==> config.mk <==
export PLATFORM = sky130hd
export DESIGN_NAME = irq_status_unit
export DESIGN_NICKNAME = d
export VERILOG_FILES = /design/src/rtl/irq_pkg.sv /design/src/rtl/irq_sub_group.sv /design/src/rtl/irq_glob_core.sv /design/src/rtl/irq_status_unit.sv
export SDC_FILE = /design/constraint.sdc
export NUM_CORES = 1
export LEC_CHECK = 0
export BUFFER_PORTS_ARGS = -buffer_cell sky130_fd_sc_hd__buf_2
export CAP_MARGIN = 30
export CORE_ASPECT_RATIO = 0.7
export CORE_MARGIN = 4
export CORE_UTILIZATION = 40
export CTS_CLUSTER_SIZE = 25
export DETAILED_ROUTE_END_ITERATION = 10
export PLACE_DENSITY = 0.61
export SLEW_MARGIN = 25
export SYNTH_ARGS = -nofsm -noshare
export SYNTH_HDL_FRONTEND = slang
export SYNTH_SLANG_ARGS = --single-unit
==> constraint.sdc <==
create_clock -name clk -period 3.6 [get_ports clk]
set_input_delay 0.18 -clock clk [delete_from_list [all_inputs] [get_ports clk]]
set_output_delay 0.18 -clock clk [all_outputs]
set_load 0.01 [all_outputs]
==> src/rtl/irq_pkg.sv <==
// Shared constants and the register address map of the interrupt status unit.
package irq_pkg;
    localparam int DATA_W  = 32;
    localparam int SUM_TX  = 8;
    localparam int SUM_RX  = 9;
    localparam int SUM_CTL = 10;
    localparam int N_GRP   = 3;

    typedef enum logic [3:0] {
        RA_GSTAT  = 4'd0,
        RA_GMASK  = 4'd1,
        RA_GCLR   = 4'd2,
        RA_TXST   = 4'd3,
        RA_RXST   = 4'd4,
        RA_CTLST  = 4'd5,
        RA_TXMSK  = 4'd6,
        RA_RXMSK  = 4'd7,
        RA_CTLMSK = 4'd8
    } reg_sel_e;

    // Bits of the global word that hold the spliced transmit index.
    function automatic logic [DATA_W-1:0] field_bits(input int idx_w);
        return {DATA_W{1'b1}} << (DATA_W - idx_w);
    endfunction

    // Bits of the global word that hold summaries.
    function automatic logic [DATA_W-1:0] sum_bits();
        logic [DATA_W-1:0] m;
        m = '0;
        m[SUM_TX]  = 1'b1;
        m[SUM_RX]  = 1'b1;
        m[SUM_CTL] = 1'b1;
        return m;
    endfunction
endpackage

==> src/rtl/irq_sub_group.sv <==
// One per-direction status group: sticky event bits, a mask word and a
// summary hit. Assumes event inputs are one-cycle pulses; a set event in the
// same cycle as a clearing read survives the clear.
module irq_sub_group #(
    parameter int W = 16
) (
    input  logic         clk,
    input  logic         rst_n,
    input  logic [W-1:0] evt,
    input  logic         rd_clr,
    input  logic         mask_we,
    input  logic [W-1:0] mask_wd,
    output logic [W-1:0] stat_q,
    output logic [W-1:0] mask_q,
    output logic         hit
);
    // Sticky status: clear on read, then merge new events.
    always_ff @(posedge clk) begin
        if (!rst_n) begin
            stat_q <= '0;
        end else begin
            stat_q <= (stat_q & ~{W{rd_clr}}) | evt;
        end
    end

    // Mask word: all sources disabled after reset.
    always_ff @(posedge clk) begin
        if (!rst_n) begin
            mask_q <= '1;
        end else if (mask_we) begin
            mask_q <= mask_wd;
        end
    end

    // Summary: any enabled source pending.
    always_comb begin
        hit = |(stat_q & ~mask_q);
    end
endmodule

==> src/rtl/irq_glob_core.sv <==
// Global status word, global mask and registered interrupt line. Summary
// bits are live inputs, not stored; the index field is spliced only into
// the readout view. Assumes the summary and field positions do not overlap.
module irq_glob_core
    import irq_pkg::*;
#(
    parameter int                IDX_W    = 13,
    parameter logic [DATA_W-1:0] MASK_RST = 32'h0FFF_FFFF
) (
    input  logic              clk,
    input  logic              rst_n,
    input  logic [DATA_W-1:0] evt_in,
    input  logic [N_GRP-1:0]  sum_in,
    input  logic [IDX_W-1:0]  tx_idx,
    input  logic              rd_clr,
    input  logic              wclr_we,
    input  logic [DATA_W-1:0] wclr_val,
    input  logic              mask_we,
    input  logic [DATA_W-1:0] mask_wd,
    output logic [DATA_W-1:0] stat_q,
    output logic [DATA_W-1:0] mask_q,
    output logic [DATA_W-1:0] evt_kept,
    output logic [DATA_W-1:0] view,
    output logic              irq
);
    localparam int                FIELD_LSB = DATA_W - IDX_W;
    localparam logic [DATA_W-1:0] FIELD     = field_bits(IDX_W);
    localparam logic [DATA_W-1:0] KEEP      = ~(FIELD | sum_bits());

    logic [DATA_W-1:0] live;
    logic [DATA_W-1:0] clr_vec;

    // Drop event bits that land on summary or field positions.
    always_comb begin
        evt_kept = evt_in & KEEP;
    end

    // Sticky bits joined with the live summaries.
    always_comb begin
        live = stat_q;
        live[SUM_TX]  = sum_in[0];
        live[SUM_RX]  = sum_in[1];
        live[SUM_CTL] = sum_in[2];
    end

    // Readout with the transmit index placed in the top field.
    always_comb begin
        view = (live & ~FIELD) | (DATA_W'(tx_idx) << FIELD_LSB);
    end

    // Bits to clear this cycle from a status read or the clear alias.
    always_comb begin
        clr_vec = ({DATA_W{rd_clr}}) | (wclr_we ? wclr_val : '0);
    end

    // Sticky status: clear first, new events win.
    always_ff @(posedge clk) begin
        if (!rst_n) begin
            stat_q <= '0;
        end else begin
            stat_q <= (stat_q & ~clr_vec) | evt_kept;
        end
    end

    // Global mask register.
    always_ff @(posedge clk) begin
        if (!rst_n) begin
            mask_q <= MASK_RST;
        end else if (mask_we) begin
            mask_q <= mask_wd;
        end
    end

    // Registered interrupt line from the current state.
    always_ff @(posedge clk) begin
        if (!rst_n) begin
            irq <= 1'b0;
        end else begin
            irq <= |(live & ~mask_q & ~FIELD);
        end
    end
endmodule

==> src/rtl/irq_status_unit.sv <==
// Top of the interrupt status unit: decodes the register port, holds the
// pause pointer, and ties the three groups to the global core. Assumes at
// most one register access per strobe cycle per address.
module irq_status_unit
    import irq_pkg::*;
#(
    parameter int                IDX_W     = 13,
    parameter int                SUB_W     = 16,
    parameter logic [DATA_W-1:0] GMASK_RST = 32'h0FFF_FFFF
) (
    input  logic                clk,
    input  logic                rst_n,
    input  logic [3:0]          reg_addr,
    input  logic                reg_wr,
    input  logic                reg_rd,
    input  logic [31:0]         reg_wdata,
    output logic [31:0]         reg_rdata,
    input  logic [31:0]         glb_evt,
    input  logic [SUB_W-1:0]    tx_evt,
    input  logic [SUB_W-1:0]    rx_evt,
    input  logic [SUB_W-1:0]    ctl_evt,
    input  logic                ptr_ld,
    input  logic [31-SUB_W:0]   ptr_val,
    input  logic [IDX_W-1:0]    tx_done_idx,
    output logic                irq
);
    localparam int PTR_W = DATA_W - SUB_W;

    reg_sel_e          sel;
    logic [SUB_W-1:0]  grp_evt  [N_GRP];
    logic [SUB_W-1:0]  grp_stat [N_GRP];
    logic [SUB_W-1:0]  grp_mask [N_GRP];
    logic [N_GRP-1:0]  grp_hit;
    logic [PTR_W-1:0]  ctl_ptr;
    logic [DATA_W-1:0] g_stat;
    logic [DATA_W-1:0] g_mask;
    logic [DATA_W-1:0] g_evt_kept;
    logic [DATA_W-1:0] g_view;
    logic [DATA_W-1:0] rd_mux;
    logic              g_rd_clr;
    logic              g_wclr_we;
    logic              g_mask_we;

    // Decode the register address.
    always_comb begin
        sel       = reg_sel_e'(reg_addr);
        g_rd_clr  = reg_rd && (sel == RA_GSTAT);
        g_wclr_we = reg_wr && (sel == RA_GCLR);
        g_mask_we = reg_wr && (sel == RA_GMASK);
    end

    // Route event inputs into the group array.
    always_comb begin
        grp_evt[0] = tx_evt;
        grp_evt[1] = rx_evt;
        grp_evt[2] = ctl_evt;
    end

    // Group instances: status at address 3+g, mask at address 6+g.
    for (genvar g = 0; g < N_GRP; g++) begin : g_grp
        localparam logic [3:0] ST_A = 4'(int'(RA_TXST) + g);
        localparam logic [3:0] MK_A = 4'(int'(RA_TXMSK) + g);
        irq_sub_group #(.W(SUB_W)) u_grp (
            .clk     (clk),
            .rst_n   (rst_n),
            .evt     (grp_evt[g]),
            .rd_clr  (reg_rd && (reg_addr == ST_A)),
            .mask_we (reg_wr && (reg_addr == MK_A)),
            .mask_wd (reg_wdata[SUB_W-1:0]),
            .stat_q  (grp_stat[g]),
            .mask_q  (grp_mask[g]),
            .hit     (grp_hit[g])
        );
    end

    // Pause pointer of the control group, kept across clearing reads.
    always_ff @(posedge clk) begin
        if (!rst_n) begin
            ctl_ptr <= '0;
        end else if (ptr_ld) begin
            ctl_ptr <= ptr_val;
        end
    end

    irq_glob_core #(.IDX_W(IDX_W), .MASK_RST(GMASK_RST)) u_glob (
        .clk      (clk),
        .rst_n    (rst_n),
        .evt_in   (glb_evt),
        .sum_in   (grp_hit),
        .tx_idx   (tx_done_idx),
        .rd_clr   (g_rd_clr),
        .wclr_we  (g_wclr_we),
        .wclr_val (reg_wdata),
        .mask_we  (g_mask_we),
        .mask_wd  (reg_wdata),
        .stat_q   (g_stat),
        .mask_q   (g_mask),
        .evt_kept (g_evt_kept),
        .view     (g_view),
        .irq      (irq)
    );

    // Read multiplexer over the current register values.
    always_comb begin
        unique case (sel)
            RA_GSTAT, RA_GCLR: rd_mux = g_view;
            RA_GMASK:          rd_mux = g_mask;
            RA_TXST:           rd_mux = DATA_W'(grp_stat[0]);
            RA_RXST:           rd_mux = DATA_W'(grp_stat[1]);
            RA_CTLST:          rd_mux = {ctl_ptr, grp_stat[2]};
            RA_TXMSK:          rd_mux = DATA_W'(grp_mask[0]);
            RA_RXMSK:          rd_mux = DATA_W'(grp_mask[1]);
            RA_CTLMSK:         rd_mux = DATA_W'(grp_mask[2]);
            default:           rd_mux = '0;
        endcase
    end

    // Registered read data, held until the next read.
    always_ff @(posedge clk) begin
        if (!rst_n) begin
            reg_rdata <= '0;
        end else if (reg_rd) begin
            reg_rdata <= rd_mux;
        end
    end
endmodule

==> results.ini <==
[logic_synthesis]
synth_compound_area_share_pct = 18.4
syn_nets = 1116
ys.flop_type = dfxtp_1
synth_top_family_by_area = simple AND/OR/NAND/NOR gates
synth_cells = 966
synth_area_per_cell_um2 = 8.33
ys_ff_latch = 193
synth_edf_count = 0
synthAdderAreaFrac_pct = 0
synth-simple-area-share_pct = 24.9
synthArstFlopShare_pct = 0
synth_xor_area_share_pct = 0
synth_mux_area_share_pct = 3.06
synthDistinctLibCells = 48
yosysSeqAreaShare_pct = 48.0
synthesis.area_mm2 = 0.00805
ys_warn_count = 0

[power]
netSwitchingPower_w = 0.00120
power.share.clock_pct = 40.2
p_comb_share_pct = 11.1
leakage_nw = 4.68
total_power_w = 0.00477
peakVddDrop_mv = 0.312
netSwitchingFraction_pct = 25.2
p_int_w = 0.00357
p_per_area_mw_per_mm2 = 453
power_frac_seq_pct = 48.7

[critical_path]
worstSetupStartpointType = register
rrSetupSlack_ns = 1.45
arrival_ns = 2.47
cp_slowest_stage_delay_ns = 0.83
cp_cell_sequence = nand2b_1 > o2111ai_1 > nor4_1 > o221ai_1 > a22o_1
crit_family = simple AND/OR/NAND/NOR gates
crit_path_max_fanout = 3
cp_num_buf_inv = 0
cp-end-kind = register
critical_path_class = reg -> reg
crit_slowest_cell = nor4_1
cp_data_required_time_ns = 3.92

[die]
num_rows = 43
core_mm2 = 0.0198
die-area_mm2 = 0.0225
die_h_um = 127
io_pins = 183
fp.dieW_um = 178
start_util_pct = 40.6

[cells_and_area]
drive_above_1_share_pct = 18.1
layout.nets = 1339
syn2layout_area_growth_pct = 30.8
register_area_mm2 = 0.00386
layout_common_cells = 198 x nand2_1, 193 x dfxtp_1, 166 x buf_2, 96 x dlygate4sd3_1, 87 x nor2_1
final_common_cell = nand2_1
antenna_cells = 0
fill_cells = 1897
multi_input_area_mm2 = 0.00375

[sta]
fin_crit_sh_pct = 59.7
setup_viol = 0
fmax_ghz = 0.465
finalSetupTns_ns = 0
hold_viol = 0
clock_skew_ns = 0.00773
slew_headroom_pct = 31.7
period_needed_ns = 2.15
whs_ns = 0.0388
worstMarginPinSlew_ns = 1.02
final_max_slew_viol_count = 0
rsz0062_at_grt = false

[clock_tree]
htree_num_levels = 4
cts.sinks = 193
cts_setup_buffers = 0
clock_latency_ns = 0.43
path_clk_slew_ns = 0.07
cts_tree = done
numCtsBuffers = 17
clock_path_buffers = 2
cts_root_buffer = clkbuf_16

[route]
postRouteAntennaNets = 0
via_count = 8117
drt_iter0_drc = 1223
wl_per_cell_um = 20.1
vias_per_cell = 5.52
drc = 0
drt_wl_total_um = 29500
dr.pass1.iters = 6

[worst_hold_path]
hp-class = in -> reg

[run_status]
outcome = finished, final reports clean

[global_routing]
grt_pass1_vias = 7550
grt_usage_pct = 26.2
antenna_found_initial = 1
grt_pass1_wl_um = 45400
grt-ovfl-total = 0
grt_start_max_net_pins = 93

[placed_design]
io_buffers = 166
gp_congestion = 0.951
hpwl_um = 20400

[run]
cap_viol_max_count = 0

[state kept, by name, summed over array words and instances (netlist names)]
name / cells
ctl_ptr: 16
u_glob.stat_q: 16
g_grp.u_grp.stat_q: 48
g_grp.u_grp.mask_q: 48
u_glob.irq: 1
reg_rdata: 32
u_glob.mask_q: 32
[cells by family (layout without fill, tap and decap cells)]
| family | count (synthesis) | after routing |
|---|---|---|
| AOI/OAI and AO/OA | 202 | 202 |
| buffers and inverters | 102 | 336 |
| DFF | 193 | 193 |
| muxes | 24 | 24 |
| and+or+nand+nor | 445 | 445 |
[worst paths after layout]
kind,start,to,depth (start not counted)
hold reg to reg,u_glob.mask_q[29],u_glob.mask_q[29],2
setup / recovery,g_grp[1].u_grp.stat_q[3],reg_rdata[9],5
setup reg to reg,g_grp[1].u_grp.stat_q[3],reg_rdata[9],5
hold / removal,reg_wdata[10],g_grp[2].u_grp.mask_q[10],3
[layout make-up]
cell class / count / area share, %
Tap cell: 270 / 3.21
Multi-Input combinational cell: 671 / 35.6
Timing Repair Buffer: 274 / 17.9
Sequential cell: 193 / 36.7
Clock inverter: 9 / 1.28
Inverter: 32 / 1.14
Clock buffer: 21 / 4.18
[routing by layer]
| metal | global-route usage, % | up-vias | share of wire [%] |
|---|---|---|---|
| met5 | 0 | - | 0.037 |
| met4 | 4.86 | 2 | 0.85 |
| met3 | 5.87 | 24 | 12 |
| met2 | 35.6 | 468 | 40 |
| met1 | 42.2 | 3779 | 48 |
| li1 | - | 3844 | - |
[tightest hold or removal path: cells and delay by family]
family	cells	cell delay [ns]
buffers and inverters	1	0.13
AND/OR/NAND/NOR	2	0.13
[cell usage after synthesis, types with 2 or more instances]
| master | n | share of area (%) |
|---|---|---|
| a21o_1 | 2 | 0.19 |
| a21oi_1 | 52 | 3.2 |
| a221oi_1 | 10 | 1.1 |
| a222oi_1 | 28 | 3.5 |
| a22o_1 | 16 | 1.7 |
| a22oi_1 | 18 | 1.7 |
| a31oi_1 | 18 | 1.4 |
| a32oi_1 | 4 | 0.44 |
| and2_1 | 18 | 1.4 |
| and3_1 | 4 | 0.31 |
| buf_1 | 2 | 0.093 |
| buf_2 | 26 | 1.6 |
| buf_6 | 5 | 0.70 |
| clkbuf_1 | 36 | 1.7 |
| dfxtp_1 | 193 | 48 |
| inv_1 | 31 | 1.4 |
| mux2_2 | 5 | 0.70 |
| mux2i_1 | 19 | 2.4 |
| nand2_1 | 198 | 9.2 |
| nand2b_1 | 36 | 2.8 |
| nand3_1 | 79 | 4.9 |
| nand4_1 | 3 | 0.23 |
| nor2_1 | 87 | 4.1 |
| nor2b_1 | 4 | 0.31 |
| nor3_1 | 2 | 0.12 |
| nor4_1 | 4 | 0.31 |
| o2111ai_1 | 12 | 1.3 |
| o211ai_1 | 4 | 0.37 |
| o21ai_0 | 9 | 0.56 |
| o221ai_1 | 2 | 0.22 |
| o22ai_1 | 8 | 0.62 |
| o2bb2ai_1 | 14 | 1.5 |
| o31a_1 | 2 | 0.22 |
[repair_timing]
item                                   4_1_cts  5_1_grt
endpoints found under the hold margin       96        0
resized for setup                            0        0
hold buffers                                96        0
setup endpoints to repair                    0        0
[power groups by stage]
| stage | clock, W | combinational, W | sequential (W) |
|---|---|---|---|
| after floorplan | 0 | 0.000254 | 0.00233 |
| after global placement | 0 | 0.000433 | 0.00237 |
| after detailed placement | 0 | 0.000438 | 0.00237 |
| after CTS | 0.00194 | 0.000520 | 0.00232 |
| after global routing | 0.00203 | 0.000580 | 0.00233 |
| final | 0.00192 | 0.000530 | 0.00233 |
[per-stage QoR]
step | cell area (um2) | worst slack (ns) | utilization (%) | instances
floorplan | 8050 | 2.04 | - | 966
global placement | 8980 | 1.32 | 45.4 | 1343
detailed placement | 8980 | 1.29 | 45.4 | 1343
CTS | 10500 | 1.64 | 53.1 | 1469
global route | 10500 | 1.45 | 53.2 | 1470
finish | 10500 | 1.45 | 53.2 | 1470
Note: power is estimated with default switching activity, not from simulation.
